File: src/rtl/circ_pkg.sv
package circ_pkg;
  localparam int XW   = 8;
  localparam int YW   = 7;
  localparam int RW   = 8;
  localparam int CLRW = 3;
  localparam int SCR_W = 160;
  localparam int SCR_H = 120;
  // signed coordinate width: widest input plus carry plus sign
  localparam int CW  = ((XW > RW) ? XW : RW) + 2;
  // decision value width
  localparam int CRW = RW + 4;

  typedef enum logic [1:0] {ST_IDLE, ST_DRAW, ST_DONE} circ_state_t;
endpackage

File: src/rtl/circ_octant.sv
module circ_octant
  import circ_pkg::*;
(
  input  logic [2:0]           oct,
  input  logic [XW-1:0]        cx,
  input  logic [YW-1:0]        cy,
  input  logic signed [CW-1:0] ox,
  input  logic signed [CW-1:0] oy,
  output logic [XW-1:0]        px,
  output logic [YW-1:0]        py,
  output logic                 on_screen
);
  localparam logic signed [CW-1:0] XLIM = CW'(SCR_W);
  localparam logic signed [CW-1:0] YLIM = CW'(SCR_H);

  logic signed [CW-1:0] cxs, cys, dx, dy, sx, sy;
  logic xneg, yneg;

  always_comb begin
    cxs  = {{(CW-XW){1'b0}}, cx};
    cys  = {{(CW-YW){1'b0}}, cy};
    dx   = oct[0] ? oy : ox;
    dy   = oct[0] ? ox : oy;
    xneg = oct[2] ^ oct[1];
    yneg = oct[2];
    sx   = xneg ? (cxs - dx) : (cxs + dx);
    sy   = yneg ? (cys - dy) : (cys + dy);
    on_screen = (sx >= 0) && (sx < XLIM) && (sy >= 0) && (sy < YLIM);
    px = sx[XW-1:0];
    py = sy[YW-1:0];
  end
endmodule

File: src/rtl/circ_step.sv
module circ_step
  import circ_pkg::*;
(
  input  logic signed [CW-1:0]  ox,
  input  logic signed [CW-1:0]  oy,
  input  logic signed [CRW-1:0] crit,
  output logic signed [CW-1:0]  nox,
  output logic signed [CW-1:0]  noy,
  output logic signed [CRW-1:0] ncrit,
  output logic                  last
);
  logic signed [CRW-1:0] noy_e, nox_e;

  always_comb begin
    noy   = oy + CW'(1);
    nox   = (crit <= 0) ? ox : (ox - CW'(1));
    noy_e = {{(CRW-CW){noy[CW-1]}}, noy};
    nox_e = {{(CRW-CW){nox[CW-1]}}, nox};
    if (crit <= 0) ncrit = crit + (noy_e <<< 1) + CRW'(1);
    else           ncrit = crit + ((noy_e - nox_e) <<< 1) + CRW'(1);
    last  = noy > nox;
  end
endmodule

File: src/rtl/circ_raster.sv
module circ_raster
  import circ_pkg::*;
(
  input  logic            clk,
  input  logic            rst,
  input  logic            start,
  input  logic [CLRW-1:0] colour,
  input  logic [XW-1:0]   centre_x,
  input  logic [YW-1:0]   centre_y,
  input  logic [RW-1:0]   radius,
  output logic            done,
  output logic [XW-1:0]   vga_x,
  output logic [YW-1:0]   vga_y,
  output logic [CLRW-1:0] vga_colour,
  output logic            vga_plot
);
  circ_state_t           state;
  logic [2:0]            oct;
  logic [XW-1:0]         cx_q;
  logic [YW-1:0]         cy_q;
  logic [CLRW-1:0]       col_q;
  logic signed [CW-1:0]  ox, oy, nox, noy;
  logic signed [CRW-1:0] crit, ncrit;
  logic                  last;
  logic [XW-1:0]         px;
  logic [YW-1:0]         py;
  logic                  on_screen;

  circ_octant u_oct (
    .oct(oct), .cx(cx_q), .cy(cy_q), .ox(ox), .oy(oy),
    .px(px), .py(py), .on_screen(on_screen)
  );

  circ_step u_step (
    .ox(ox), .oy(oy), .crit(crit),
    .nox(nox), .noy(noy), .ncrit(ncrit), .last(last)
  );

  always_ff @(posedge clk) begin
    if (rst) begin
      state      <= ST_IDLE;
      oct        <= '0;
      cx_q       <= '0;
      cy_q       <= '0;
      col_q      <= '0;
      ox         <= '0;
      oy         <= '0;
      crit       <= '0;
      done       <= 1'b0;
      vga_x      <= '0;
      vga_y      <= '0;
      vga_colour <= '0;
      vga_plot   <= 1'b0;
    end else begin
      vga_plot <= 1'b0;
      case (state)
        ST_IDLE: begin
          done <= 1'b0;
          if (start) begin
            cx_q  <= centre_x;
            cy_q  <= centre_y;
            col_q <= colour;
            ox    <= {{(CW-RW){1'b0}}, radius};
            oy    <= '0;
            crit  <= CRW'(1) - {{(CRW-RW){1'b0}}, radius};
            oct   <= '0;
            state <= ST_DRAW;
          end
        end
        ST_DRAW: begin
          vga_plot   <= on_screen;
          vga_x      <= px;
          vga_y      <= py;
          vga_colour <= col_q;
          oct        <= oct + 3'd1;
          if (oct == 3'd7) begin
            ox   <= nox;
            oy   <= noy;
            crit <= ncrit;
            if (last) begin
              state <= ST_DONE;
              done  <= 1'b1;
            end
          end
        end
        ST_DONE: begin
          if (!start) begin
            done  <= 1'b0;
            state <= ST_IDLE;
          end
        end
        default: state <= ST_IDLE;
      endcase
    end
  end
endmodule

File: config.mk
export PLATFORM = sky130hd
export DESIGN_NAME = circ_raster
export DESIGN_NICKNAME = d
export VERILOG_FILES = /design/src/rtl/circ_pkg.sv /design/src/rtl/circ_octant.sv /design/src/rtl/circ_step.sv /design/src/rtl/circ_raster.sv
export SDC_FILE = /design/constraint.sdc
export NUM_CORES = 1
export LEC_CHECK = 0
export ABC_AREA = 1
export BUFFER_PORTS_ARGS = -buffer_cell sky130_fd_sc_hd__buf_2
export CORE_MARGIN = 2
export CORE_UTILIZATION = 30
export DETAILED_ROUTE_END_ITERATION = 10
export PLACE_DENSITY = 0.59
export SLEW_MARGIN = 10
export SYNTH_ARGS = -nofsm -noshare
export SYNTH_HDL_FRONTEND = slang
export SYNTH_SLANG_ARGS = --single-unit
File: constraint.sdc
create_clock -name clk -period 3.09 [get_ports clk]
set_clock_uncertainty 0.05 [all_clocks]
set_input_delay 0.618 -clock clk [delete_from_list [all_inputs] [get_ports clk]]
set_output_delay 0.618 -clock clk [all_outputs]
set_load 0.01 [all_outputs]
Yosys cells after proc, flatten, opt, wreduce, memory -nomap -nowiden
Cells that the tools add are included.
{"block": "totals", "ff_bits": 75, "in_bits": 29, "output_inout_bits": 20, "word_cells": 79}
{"block": "classes", "add_sub_neg": 13, "n_lt_le_gt_ge": 6, "eq_ne": 7, "n_mux": 26, "bitwise_logic": 2, "reduce_logical": 12}
{"op": "two-way mux 10 bit", "count": 9}
{"op": "case mux 10 bit (2 select lines)", "count": 2}
{"op": "two-way mux 12 bit", "count": 3}
{"op": "adder 12 x 2 -> 12 bit (second input constant)", "count": 2}
{"op": "case mux 12 bit (2 select lines)", "count": 1}
{"op": ">= comparator 10 x 1 -> 1 bit (second input constant)", "count": 2}
{"op": "adder 12 x 11 -> 12 bit", "count": 1}
{"op": "adder 12 bit", "count": 1}
{"op": "less-or-equal comparator 12 x 1 -> 1 bit (second input constant)", "count": 1}
{"op": "subtractor 10 x 10 -> 11 bit", "count": 1}
{"op": "adder 10 x 2 -> 10 bit (second input constant)", "count": 1}
{"op": "adder 8 x 10 -> 10 bit", "count": 1}
{"op": "adder 9 x 10 -> 10 bit", "count": 1}
{"op": "> comparator 10 bit", "count": 1}
{"op": "< comparator 10 x 8 -> 1 bit (second input constant)", "count": 1}
{"op": "< comparator 10 x 9 -> 1 bit (second input constant)", "count": 1}
{"op": "subtractor 10 x 2 -> 10 bit (second input constant)", "count": 1}
{"op": "subtractor 8 x 10 -> 10 bit", "count": 1}
{"op": "subtractor 9 x 10 -> 10 bit", "count": 1}
{"op": "subtractor 1 x 8 -> 9 bit (first input constant)", "count": 1}
{"op": "two-way mux 2 bit", "count": 4}
{"op": "inequality test 2 bit (second input constant)", "count": 4}
{"op": "AND reduction 4 bit", "count": 2}
{"op": "case mux 2 bit (3 select lines)", "count": 1}
{"op": "17 further kinds", "count": 22}

Longest topological paths before layout
{"block": "depth", "word_depth": 8, "ltp_mapped": 29, "ltp_nobuf": 29}

By module
From an unflattened synthesis, not the netlist that was laid out.
{"block": "unflattened", "cells_unflattened": 1080, "area_unflattened_um2": 7026.7}
{"module": "circ_raster", "instances": 1, "cells_each": 422, "area_per_inst_um2": 3233.1, "seq_area_each_um2": 1501.4}
{"module": "circ_step", "instances": 1, "cells_each": 344, "area_per_inst_um2": 2083.2, "seq_area_each_um2": 0.0}
{"module": "circ_octant", "instances": 1, "cells_each": 314, "area_per_inst_um2": 1710.4, "seq_area_each_um2": 0.0}

Worst setup path before layout
OpenSTA, ideal clock, no wires.
{"block": "synth_path", "kind": "register to register", "start": "register crit[0]", "end": "register crit[11]", "setup_ns": 0.126, "t_arrival_ns": 3.200, "required_time_ns": 2.914, "slack_ns": -0.286, "stages_incl_launch_ff": 28, "path_buffers": 1, "period_less_slack_ns": 3.376, "path_cell_list": "dfxtp_1 inv_2 nand3_1 nor2_1 nand2_1 nand2_1 inv_2 buf_2 nand4_1 nand2_1 inv_1 ha_1 nand2_1 o21ai_0 a21oi_1 nor2_1 nor2_1 xnor2_1 ha_1 a21o_1 nand2_1 nand3_1 nor2_1 nand3_1 nand3_1 nand2_1 nand2_1 a21oi_1"}
{"block": "synth_between", "elab_chain_cells": 8, "elab_cells_between_ends": 10, "cone_classes": "5 x add/sub; 1 x order compare; 4 x mux"}
{"item": "start, declared", "line_no": "circ_raster.sv:23", "rtl": "logic signed [CRW-1:0] crit, ncrit;"}
{"item": "start signal, assigned", "line_no": "circ_raster.sv:65", "rtl": "crit <= CRW'(1) - {{(CRW-RW){1'b0}}, radius};"}
{"item": "start signal, assigned", "line_no": "circ_raster.sv:79", "rtl": "crit <= ncrit;"}
{"item": "less-or-equal comparator 12 x 1 -> 1 bit", "line_no": "circ_step.sv:16, circ_step.sv:19"}
{"item": "two-way mux 10 bit", "line_no": "circ_step.sv:16", "rtl": "nox = (crit <= 0) ? ox : (ox - CW'(1));"}
{"item": "subtractor 10 x 10 -> 11 bit", "line_no": "circ_step.sv:20", "rtl": "else ncrit = crit + ((noy_e - nox_e) <<< 1) + CRW'(1);"}
{"item": "adder 12 bit", "line_no": "circ_step.sv:20"}
{"item": "adder 12 x 2 -> 12 bit", "line_no": "circ_step.sv:20"}
{"item": "two-way mux 12 bit (*)", "line_no": "circ_step.sv:19", "rtl": "if (crit <= 0) ncrit = crit + (noy_e <<< 1) + CRW'(1);"}
{"item": "two-way mux 12 bit (*)", "line_no": "circ_raster.sv:76", "rtl": "if (oct == 3'd7) begin"}
{"item": "case mux 12 bit (2 select lines) (*)", "line_no": "circ_raster.sv:56", "rtl": "case (state)"}
Every way passes the cells marked *; elsewhere a longest branch is shown, timed or not. The select of a mux whose other input is x is not followed.
A chain may end at the register's enable or synchronous reset.

Final worst setup path
{"block": "layout_path", "start": "register crit[2]", "end": "register crit[9]"}
Same word-level chain as after synthesis.

==> metrics.md <==
| Metric | Value |
|---|---|
| Die Y | between 150 and 200 µm |
| Post-synthesis cell count | 1044 |
| WHS | between 300 and 400 ps |
| Initial antenna violation count | 0 |
| Met2 WL | 10.6 mm |
| Critical path arrival | 3850 ps |
| Clock transition at path regs | roughly 80 ps |
| Via-to-Cell Ratio | slightly below 5 |
| Rows | 54 |
| Pleak | 0.00447 µW |
| Layout Cells excl Fill | 1517 |
| Die area | 23300 µm² |
| Final Hold Violating Endpoints | 0 |
| Clock buffer depth | 2 |
| Hold endpoint | done |
| Mapped Nets | 1131 |
| Setup TNS | -3110 ps |
| Final setup fails | 9 |
| Power Density | 581 nW/µm² |
| Mapped cell area | 6620 µm² |
| Antenna violation net count after detailed routing | 0 |
| Worst R2R Path Depth | 25 |
| Reg2reg setup slack | -520 ps |
| CP Data Required Time | 3330 ps |
| RSZ-0062 raised after global routing | true |
| Vias in the first global route | 6885 |
| Multi-input logic area | 5030 µm² |
| Sequential-to-total area share from yosys stat | 22.7% |
| Top Layer Used | met4 |
| Starting density of the core | 30.4% |
| Startpoint Class | register |
| Pins Over Slew Limit | 0 |
| Worst r2r src | crit[2] |
| Hold_buf cts | 0 |
| Fmax | roughly 280 MHz |
| Final period util | 117% |
| DRC | 0 |
| Hold path depth | 2 |
| Cell mode on critical path | nand2_2 |
| Wl on met1 | 10.3 mm |
| Share of layout cells above drive strength 1 | about 31% |
| Dpl cell area | 8260 µm² |
| Slowest cell on the critical path | fa_2 |
| Syn. warnings | 0 |
| Final WL | 22.3 mm |
| Drt pass-1 iters | 5 |
| Clock Tree Root | clkbuf_16 |
| IO Port Bufs | 48 |
| Worst slew pin tran | around 650 ps |
| Global route total overflow | 0 |
| TritonCTS clock tree | done |
| Starting DRT DRC Count | 350 |
| Largest net degree at the start of global routing | between 40 and 50 |
| Area Growth Syn to Fin | 38.6% |
| Number of diodes | 0 |
| TritonCTS buffer count | 9 |
| Post-DP HPWL | about 17 mm |
| H-tree levels | 3 |
| Min-delay src | done |
| Syn Area/Cell | 6.34 µm² |
| Nets | approximately 1300 |
| WL/cell | 14.7 µm |
| Met3 WL | 809 µm |
| Vias | 7300 |
| I/O pin total | 49 |
| Worst-skew pair later-pin latency | 360 ps |
| Die outline width | 153 µm |
| DP Cell Count | ~1500 |
| Worst IR Drop VDD | around 0.00031 V |
| CP max FO | 4 |
| Fin crit period | 3610 ps |
| GPL Wtd Cong | 0.893 |
| Fillers | 2312 |
| Fin util | 42.2% |
| Critical path's largest stage delay | 350 ps |
| Violated checks | setup timing |
| HP Class | reg -> reg |
| Crit. End Element | register |
| First-pass GRT wire length | 35.0 mm |
| Max_slew headroom | between 50% and 60% |
| Design area | 9180 µm² |
| Outcome | finished with violations |
| Seq cells post-synth | 75 |
| Reg2reg end | crit[9] |
| Clock Sinks | 75 |
| Overall track demand over capacity in global routing | 18.6% |
| Commonest non-fill, non-tap cell in the layout | nand2_1 |
| Setup CP Type | reg -> reg |
| Leading cell types in the layout, fill and taps excluded | nand2_1, buf_4, nor2_1, inv_1, a21oi_1 |
| Core Area | between 20000 and 25000 µm² |
| Synth unique cells | 48 |
| Worst setup margin | -521 ps |
| Max Cap Viol | 0 |
| Register area | 1510 µm² |
==> through the flow <==
stage / worst slack (ps) / power (µW)
after floorplan: -62.6 / 2690
after global placement: -480 / 3620
after detailed placement: -550 / 3620
after CTS: -388 / 4950
after global routing: -717 / 5710
final: -521 / 5330
==> cell usage after synthesis (all sizes together) <==
library cell,number,area (µm²)
nand2,268,1070
nor2,133,519
inv,111,419
o21ai,99,510
a21oi,93,465
dfxtp,75,1500
nand3,56,285
ha,53,663
xor2,37,324
clkbuf,22,85.1
nand4,17,106
xnor2,17,149
buf,13,111
nand3b,7,52.6
nor3,6,35.0
fa,5,100
or2,5,31.3
a21o,3,22.5
a31oi,3,18.8
o211ai,3,22.5
o21a,3,22.5
a32o,2,20.0
and2,2,15.0
clkinv,2,7.51
nor4,2,12.5
o21bai,2,15.0
o22ai,2,12.5
a211oi,1,7.51
a21boi,1,7.51
a221oi,1,8.76
==> registers in the layout (all words and copies together), names as in the netlist, 2 cells and up <==
name        cells
cx_q            8
vga_colour      3
vga_y           7
oct             3
state           2
cy_q            7
crit           12
vga_x           8
ox             10
col_q           3
oy             10
==> metal layers <==
layer  track usage (%)  vias to the layer above
met5                 0                        -
met1              23.8                     3301
met4              6.04                        0
li1                  -                     3799
met3              3.36                       41
met2              31.8                      159
==> timing repair <==
item / in CTS / in global routing
pin swaps: 25 / 59
setup endpoints to repair: 11 / 14
buffers inserted: 8 / 12
resized for setup: 34 / 91
==> cells by family after synthesis <==
| kind of cell | synth area share (%) |
|---|---|
| compound gates | 17.1 |
| fa+ha+maj | 11.5 |
| flops | 22.7 |
| simple gates | 32.1 |
| xor+xnor | 7.15 |
| buf+inv | 9.42 |
==> worst max path at each step <==
stage                     startpoint  endpoint  slack, ps
after floorplan              crit[0]  crit[11]        -60
after global placement       crit[2]  crit[10]       -480
after detailed placement     crit[2]  crit[10]       -550
after CTS                    crit[3]  crit[10]       -390
after global routing         crit[2]  crit[10]       -720
final                        crit[2]   crit[9]       -520
==> report_power, final <==
part	internal [µW]	leakage, µW	switching, µW
Sequential	1050	0.000620	51.4
Clock	651	0.000155	535
Combinational	1430	0.00370	1610
==> critical path: cells and delay by family, from the launching register on <==
kind                     cells  cell delay (ps)
flip-flops                   1              330
AND/OR/NAND/NOR             15             1400
buffers and inverters        1               40
AO/OA/AOI/OAI                4              470
XOR/XNOR                     2              340
adder cells (fa/ha/maj)      3              890
==> final cells by class <==
class / instances / share of cell area, %
inverters: 113 / 4.79
well taps: 280 / 3.82
multi-input cells: 821 / 54.9
repair buffers: 212 / 16.6
clock inverters: 7 / 0.955
flip-flops and latches: 75 / 16.5
clock buffers: 9 / 2.45
Note: power is estimated with default switching activity, not from simulation.
